File: config.mk
export PLATFORM = sky130hd
export DESIGN_NAME = lcd_cmd_decoder
export DESIGN_NICKNAME = d
export VERILOG_FILES = /design/src/rtl/lcd_dec_pkg.sv /design/src/rtl/lcd_op_decode.sv /design/src/rtl/lcd_busy_timer.sv /design/src/rtl/lcd_cmd_decoder.sv
export SDC_FILE = /design/constraint.sdc
export NUM_CORES = 1
export LEC_CHECK = 0
export BUFFER_PORTS_ARGS = -buffer_cell sky130_fd_sc_hd__clkbuf_2
export CAP_MARGIN = 20
export CORE_ASPECT_RATIO = 1.4
export CORE_MARGIN = 8
export CORE_UTILIZATION = 50
export DETAILED_ROUTE_END_ITERATION = 6
export PLACE_DENSITY = 0.76
export SLEW_MARGIN = 20
export SYNTH_ARGS = -nofsm -noshare
export SYNTH_HDL_FRONTEND = slang
export SYNTH_HIERARCHICAL = 1
export SYNTH_SLANG_ARGS = --single-unit
File: constraint.sdc
create_clock -name clk -period 2.7 [get_ports clk]
set_input_delay 0.135 -clock clk [delete_from_list [all_inputs] [get_ports clk]]
set_output_delay 0.135 -clock clk [all_outputs]
set_load 0.05 [all_outputs]
File: src/rtl/lcd_dec_pkg.sv
package lcd_dec_pkg;
    localparam int unsigned AC_W   = 7;
    localparam int unsigned SROW_W = 6;

    typedef enum logic [1:0] {
        SEL_TEXT = 2'd0,
        SEL_FONT = 2'd1,
        SEL_ICON = 2'd2,
        SEL_GFX  = 2'd3
    } lcd_ram_e;

    typedef enum logic [3:0] {
        OP_NOP, OP_CLEAR, OP_HOME, OP_ENTRY, OP_DISP, OP_SHIFT, OP_FSET,
        OP_FONT_ADDR, OP_TEXT_ADDR, OP_STANDBY, OP_SCRSEL, OP_REV,
        OP_SLEEP, OP_XFSET, OP_ICON_ADDR, OP_GFX_ADDR
    } lcd_op_e;

    typedef struct packed {
        logic [AC_W-1:0]   ac;
        lcd_ram_e          sel;
        logic              inc;
        logic              eshift;
        logic              disp;
        logic              cur;
        logic              blink;
        logic              re;
        logic              gfx;
        logic              sleep;
        logic              stby;
        logic              sr;
        logic              gphase;
        logic [1:0]        rev;
        logic [SROW_W-1:0] srow;
        logic [AC_W-1:0]   grow;
        logic [AC_W-1:0]   shift;
        logic              we;
        logic              rd;
        logic              clr;
        logic [AC_W-1:0]   raddr;
        lcd_ram_e          rsel;
        logic [7:0]        wdata;
    } lcd_state_t;
endpackage

File: src/rtl/lcd_op_decode.sv
module lcd_op_decode
    import lcd_dec_pkg::*;
(
    input  logic       ext,
    input  logic [7:0] code,
    output lcd_op_e    op
);
    always_comb begin
        op = OP_NOP;
        if (!ext) begin
            casez (code)
                8'b1???????: op = OP_TEXT_ADDR;
                8'b01??????: op = OP_FONT_ADDR;
                8'b001?????: op = OP_FSET;
                8'b0001????: op = OP_SHIFT;
                8'b00001???: op = OP_DISP;
                8'b000001??: op = OP_ENTRY;
                8'b0000001?: op = OP_HOME;
                8'b00000001: op = OP_CLEAR;
                default:     op = OP_NOP;
            endcase
        end else begin
            casez (code)
                8'b1???????: op = OP_GFX_ADDR;
                8'b01??????: op = OP_ICON_ADDR;
                8'b001?????: op = OP_XFSET;
                8'b0001????: op = OP_NOP;
                8'b00001???: op = OP_SLEEP;
                8'b000001??: op = OP_REV;
                8'b0000001?: op = OP_SCRSEL;
                8'b00000001: op = OP_STANDBY;
                default:     op = OP_NOP;
            endcase
        end
    end
endmodule

File: src/rtl/lcd_busy_timer.sv
module lcd_busy_timer #(
    parameter int unsigned SHORT_CYC = 4,
    parameter int unsigned LONG_CYC  = 12
) (
    input  logic clk,
    input  logic rst_n,
    input  logic start,
    input  logic long_op,
    output logic busy
);
    localparam int unsigned MAX_CYC = (LONG_CYC > SHORT_CYC) ? LONG_CYC : SHORT_CYC;
    localparam int unsigned CNT_W   = $clog2(MAX_CYC + 1) + 1;

    logic [CNT_W-1:0] cnt_d, cnt_q;

    always_comb begin
        cnt_d = cnt_q;
        if (start) begin
            cnt_d = long_op ? CNT_W'(LONG_CYC) : CNT_W'(SHORT_CYC);
        end else if (cnt_q != '0) begin
            cnt_d = cnt_q - CNT_W'(1);
        end
    end

    always_ff @(posedge clk) begin
        if (!rst_n) cnt_q <= '0;
        else        cnt_q <= cnt_d;
    end

    assign busy = (cnt_q != '0);
endmodule

File: src/rtl/lcd_cmd_decoder.sv
module lcd_cmd_decoder
    import lcd_dec_pkg::*;
#(
    parameter int unsigned BUSY_CYC  = 4,
    parameter int unsigned CLEAR_CYC = 12
) (
    input  logic              clk,
    input  logic              rst_n,
    input  logic              bus_valid,
    input  logic              bus_rs,
    input  logic              bus_rw,
    input  logic [7:0]        bus_wdata,
    output logic [7:0]        stat_rdata,
    output logic              busy,
    output logic              ram_we,
    output logic              ram_re,
    output logic [1:0]        ram_sel,
    output logic [AC_W-1:0]   ram_addr,
    output logic [7:0]        ram_wdata,
    output logic [AC_W-1:0]   gfx_row,
    output logic              clr_req,
    output logic              ext_mode,
    output logic              addr_inc,
    output logic              entry_shift,
    output logic              disp_on,
    output logic              cursor_on,
    output logic              blink_on,
    output logic [AC_W-1:0]   shift_ofs,
    output logic              gfx_on,
    output logic              sleep_mode,
    output logic              standby,
    output logic              scroll_sel,
    output logic [SROW_W-1:0] scroll_row,
    output logic [1:0]        rev_line
);
    localparam logic [AC_W-1:0] ONE = AC_W'(1);

    lcd_state_t st_d, st_q;
    lcd_op_e    op;
    logic       acc_cmd, acc_data, long_op;

    assign acc_data = bus_valid && !busy && bus_rs;
    assign acc_cmd  = bus_valid && !busy && !bus_rs && !bus_rw;
    assign long_op  = acc_cmd && (op == OP_CLEAR);

    lcd_op_decode u_dec (
        .ext  (st_q.re),
        .code (bus_wdata),
        .op   (op)
    );

    lcd_busy_timer #(
        .SHORT_CYC (BUSY_CYC),
        .LONG_CYC  (CLEAR_CYC)
    ) u_busy (
        .clk     (clk),
        .rst_n   (rst_n),
        .start   (acc_data || acc_cmd),
        .long_op (long_op),
        .busy    (busy)
    );

    always_comb begin
        st_d     = st_q;
        st_d.we  = 1'b0;
        st_d.rd  = 1'b0;
        st_d.clr = 1'b0;
        if (acc_data) begin
            st_d.we    = !bus_rw;
            st_d.rd    = bus_rw;
            st_d.raddr = st_q.ac;
            st_d.rsel  = st_q.sel;
            if (!bus_rw) st_d.wdata = bus_wdata;
            st_d.ac    = st_q.inc ? st_q.ac + ONE : st_q.ac - ONE;
        end
        if (acc_cmd) begin
            st_d.stby = 1'b0;
            case (op)
                OP_CLEAR: begin
                    st_d.ac    = '0;
                    st_d.shift = '0;
                    st_d.clr   = 1'b1;
                end
                OP_HOME: begin
                    st_d.ac    = '0;
                    st_d.shift = '0;
                end
                OP_ENTRY: begin
                    st_d.inc    = bus_wdata[1];
                    st_d.eshift = bus_wdata[0];
                end
                OP_DISP: begin
                    st_d.disp  = bus_wdata[2];
                    st_d.cur   = bus_wdata[1];
                    st_d.blink = bus_wdata[0];
                end
                OP_SHIFT: begin
                    if (bus_wdata[3])
                        st_d.shift = bus_wdata[2] ? st_q.shift + ONE : st_q.shift - ONE;
                    else
                        st_d.ac = bus_wdata[2] ? st_q.ac + ONE : st_q.ac - ONE;
                end
                OP_FSET, OP_XFSET: begin
                    st_d.re = bus_wdata[2];
                    if (bus_wdata[2] != st_q.re) st_d.gphase = 1'b0;
                    if (op == OP_XFSET) st_d.gfx = bus_wdata[1];
                end
                OP_TEXT_ADDR: begin
                    st_d.ac  = bus_wdata[AC_W-1:0];
                    st_d.sel = SEL_TEXT;
                end
                OP_FONT_ADDR: begin
                    st_d.ac  = AC_W'(bus_wdata[5:0]);
                    st_d.sel = SEL_FONT;
                end
                OP_STANDBY: st_d.stby  = 1'b1;
                OP_SCRSEL:  st_d.sr    = bus_wdata[0];
                OP_REV:     st_d.rev   = bus_wdata[1:0];
                OP_SLEEP:   st_d.sleep = !bus_wdata[2];
                OP_ICON_ADDR: begin
                    if (st_q.sr) begin
                        st_d.srow = bus_wdata[SROW_W-1:0];
                    end else begin
                        st_d.ac  = AC_W'(bus_wdata[5:0]);
                        st_d.sel = SEL_ICON;
                    end
                end
                OP_GFX_ADDR: begin
                    st_d.sel    = SEL_GFX;
                    st_d.gphase = !st_q.gphase;
                    if (!st_q.gphase) begin
                        st_d.grow = bus_wdata[AC_W-1:0];
                        st_d.ac   = bus_wdata[AC_W-1:0];
                    end else begin
                        st_d.ac = AC_W'(bus_wdata[3:0]);
                    end
                end
                default: ;
            endcase
        end
    end

    always_ff @(posedge clk) begin
        if (!rst_n) begin
            st_q     <= '0;
            st_q.inc <= 1'b1;
        end else begin
            st_q <= st_d;
        end
    end

    assign stat_rdata  = {busy, st_q.ac};
    assign ram_we      = st_q.we;
    assign ram_re      = st_q.rd;
    assign ram_sel     = st_q.rsel;
    assign ram_addr    = st_q.raddr;
    assign ram_wdata   = st_q.wdata;
    assign gfx_row     = st_q.grow;
    assign clr_req     = st_q.clr;
    assign ext_mode    = st_q.re;
    assign addr_inc    = st_q.inc;
    assign entry_shift = st_q.eshift;
    assign disp_on     = st_q.disp;
    assign cursor_on   = st_q.cur;
    assign blink_on    = st_q.blink;
    assign shift_ofs   = st_q.shift;
    assign gfx_on      = st_q.gfx;
    assign sleep_mode  = st_q.sleep;
    assign standby     = st_q.stby;
    assign scroll_sel  = st_q.sr;
    assign scroll_row  = st_q.srow;
    assign rev_line    = st_q.rev;
endmodule

==> impl_metrics.csv <==
group,metric,value,unit
run_status,status,"finished clean",
synth,synth_nets,514,
pwr,vdd_drop_max,0.550,mV
critical_path,path_buf_inv,2,
clock_tree,htreeDepth,3,
floorplan,std_cell_rows,38,
synth,yosysWarningCount,6,
clock_tree,cts_tree,"yes",
synth,async_reset_ff_frac,0,
synth,ys.flop_type,"dfxtp_1",
floorplan,die_width,90.8,um
clock_tree,cts_hold_buf,0,
pwr,swShare,0.336,
final_layout,multiInputGateArea,2100,sq um
hold_path,holdCritStartpoint,"bus_wdata[7]",
critical_path,worstPathArrival,2.93,ns
pwr,clockPowerShare,0.308,
synth,netlist_area,3910,sq um
critical_path,reg2reg_slack,0.05,ns
critical_path,reg2regPathDepth,8,
synth,synth_cell_types,63,
timing,worst_pin_slew,0.587,ns
timing,skew,0.00690,ns
synth,synthDominantCellAreaShare,0.343,
pwr,p_leak,1.91,nW
grt,antenna_found_initial,0,
floorplan,ios,74,
critical_path,max_stage_delay,0.56,ns
timing,setup_tns,0,ns
critical_path,crit_slowest_cell,"or4b_4",
timing,relSlewSlack,0.607,
critical_path,worst-path-max-fanout,5,
critical_path,worstSetupPathType,"reg2reg",
floorplan,core,7650,sq um
routing,drt_first_pass_iters,4,
place,place_area,4140,sq um
clock_tree,numCtsBuffers,9,
clock_tree,clk_latency,0.34,ns
synth,yosysMostFrequentCell,"dfxtp_1",
synth,synthTopCellsByCount,"67 x dfxtp_1, 60 x nand2_1, 49 x nor2_1",
routing,drtAntennaViolNets,0,
critical_path,rr_endpoint,"shift_ofs[2]",
grt,first_global_vias,3434,
synth,synth_cells,492,
pwr,combPwrFrac,0.310,
synth,synth_top_area_cell,"dfxtp_1",
place,io_buffer_count,73,
hold_path,hp-class,"in2reg",
floorplan,initial_utilization,0.511,
pwr,p_per_area,659,nW/um^2
floorplan,die_h,121,um
routing,post_drt_via_cell_ratio,5.56,
critical_path,crit_family,"simple AND/OR/NAND/NOR gates",
routing,post_drt_wl_per_cell,15.6,um
final_layout,antenna_cells,0,
grt,grt_max_degree,44,
run,max-cap-violations,0,
clock_tree,cts_buffer_depth,2,
hold_path,whs_path_depth,3,
synth,synth_area_leaders,"dfxtp_1 34%, buf_4 9.0%, mux2i_1 6.1%, nand2_1 5.8%, a21oi_1 5.1%",
final_layout,nFillCells,702,
clock_tree,cts_root_buffer,"clkbuf_8",
grt,overflow,0,
synth,ys_seq_area_frac,0.343,
final_layout,nets,546,
final_layout,areaGrowthSynthToFinish,12.4,%
hold_path,holdPathEnd,"ram_wdata[7]",
clock_tree,post_cts_buffers,0,
timing,fin_crit_sh,0.983,
routing,drt_iter0_markers,309,
synth,ys_seq_elements,67,
clock_tree,cts_resized,4,
routing,wirelength,9.80,mm
critical_path,cp-start-kind,"flip-flop",
synth,syn_avg_cell_area,7.95,sq um
timing,fmax,377,MHz
timing,finalHoldViolCount,0,
clock_tree,cts.sinks,67,
critical_path,path_cells,"inv_2 -> ha_4 -> nor4b_4 -> bufinv_8 -> or4b_4 -> or4b_4 -> or4_4 -> a21oi_2",
routing,post-route-drc-count,0,
place,pre_cts_ws,-0.0662,ns
pwr,seqPwrFrac,0.382,
final_layout,drive_above_1_share,0.254,
routing,vias,3494,
final_layout,fin_area,4400,sq um
critical_path,cp-end-kind,"flip-flop",
critical_path,worstPathRequired,2.98,ns
place,dpl.hpwl,7.27,mm
floorplan,die_area,11000,sq um
pwr,cellInternalPower,1.92,mW
pwr,netSwitchingPower,0.973,mW
timing,finalSetupViolCount,0,
place,place_congestion,0.886,
critical_path,crit_path_frequent_cell,"or4b_4",
grt,grt_usage,0.182,
timing,setup_ws,0.0468,ns
clock_tree,path_clk_slew,0.07,ns
timing,rsz0062_at_grt,"yes",
timing,drv_slew,0,
final_layout,seqCellArea,1350,sq um
grt,grt_pass1_wl,16.4,mm
synth,synth_edf_count,0,
timing,fin_crit,2.65,ns
critical_path,reg2reg_from,"u_busy/cnt_q[0]",
## cells in the final DEF, fill, tap and decap left out, drive strengths merged, types with 3 or more instances in the layout
cell / count
nand2b: 7
nand2: 60
xnor2: 5
or3: 5
nor2b: 8
mux2i: 24
nand3: 13
a22oi: 6
a21oi: 40
xor2: 9
nor2: 49
nand4b: 3
buf: 25
o22ai: 6
o21ai: 20
nor3: 9
or4: 4
nor4: 5
a211oi: 6
inv: 12
nor3b: 3
nand4: 5
dfxtp: 67
ha: 8
clkbuf: 87
## how the worst max path moves through the flow
stage	startpoint	endpoint	cells past startpoint
detailed placement	u_busy/cnt_q[0]	shift_ofs[2]	8
CTS	u_busy/cnt_q[0]	shift_ofs[2]	8
global route	u_busy/cnt_q[0]	shift_ofs[2]	8
floorplan	u_busy/cnt_q[0]	shift_ofs[2]	9
global placement	u_busy/cnt_q[0]	shift_ofs[2]	8
finish	u_busy/cnt_q[0]	shift_ofs[2]	8
## layer usage
metal / track usage / part of all wire / vias to the layer above
li1: - / - / 1730
met1: 0.202 / 0.42 / 1654
met2: 0.304 / 0.49 / 95
met3: 0.0571 / 0.060 / 15
met4: 0.0982 / 0.023 / 0
met5: 0 / 0 / -
## registers in the layout (all words and copies together) (netlist names), 2 cells and up
signal / cells
st_q: 3
ram_sel: 2
u_busy/cnt_q: 5
scroll_row: 6
shift_ofs: 7
gfx_row: 7
rev_line: 2
ram_addr: 7
ram_wdata: 8
stat_rdata: 7
## logic make-up after synthesis
family	count (synthesis)	synth area share
and+or+nand+nor	188	0.244
xor gates and xnor gates	14	0.0313
DFF	67	0.343
adders and majority gates	9	0.0307
AOI/OAI and AO/OA	99	0.155
muxes	25	0.0643
buffers and inverters	90	0.132
## worst register-to-register path: cells and delay by family, from the launching register on
family / cells / cell delay [ns]
DFF: 1 / 0.33
buffers and inverters: 2 / 0.29
and+or+nand+nor: 4 / 1.70
AOI/OAI and AO/OA: 1 / 0.12
adders and majority gates: 1 / 0.14
## cell type report
class	instances	share of cell area
Clock buffer	14	0.0415
Clock inverter	1	0.00683
Inverter	13	0.0142
Multi-Input combinational cell	335	0.477
Sequential cell	67	0.306
Tap cell	100	0.0284
Timing Repair Buffer	98	0.126
## power by group through the flow
| stage | clock [mW] | combinational (mW) | sequential [mW] |
|---|---|---|---|
| floorplan | 0 | 0.692 | 1.10 |
| global placement | 0 | 0.852 | 1.12 |
| detailed placement | 0 | 0.868 | 1.12 |
| CTS | 0.910 | 0.892 | 1.10 |
| global route | 0.956 | 0.973 | 1.12 |
| finish | 0.891 | 0.899 | 1.11 |
## through the flow
stage | utilization | power, mW | cells | hold slack (ns)
after floorplan | - | 1.80 | 492 | 0.263
after global placement | 0.541 | 1.97 | 613 | 0.430
after detailed placement | 0.541 | 1.99 | 613 | 0.437
after CTS | 0.572 | 2.90 | 628 | 0.0596
after global routing | 0.575 | 3.04 | 628 | 0.0701
final | 0.575 | 2.90 | 628 | 0.0852
No activity file was read; power rests on OpenSTA's default activity.
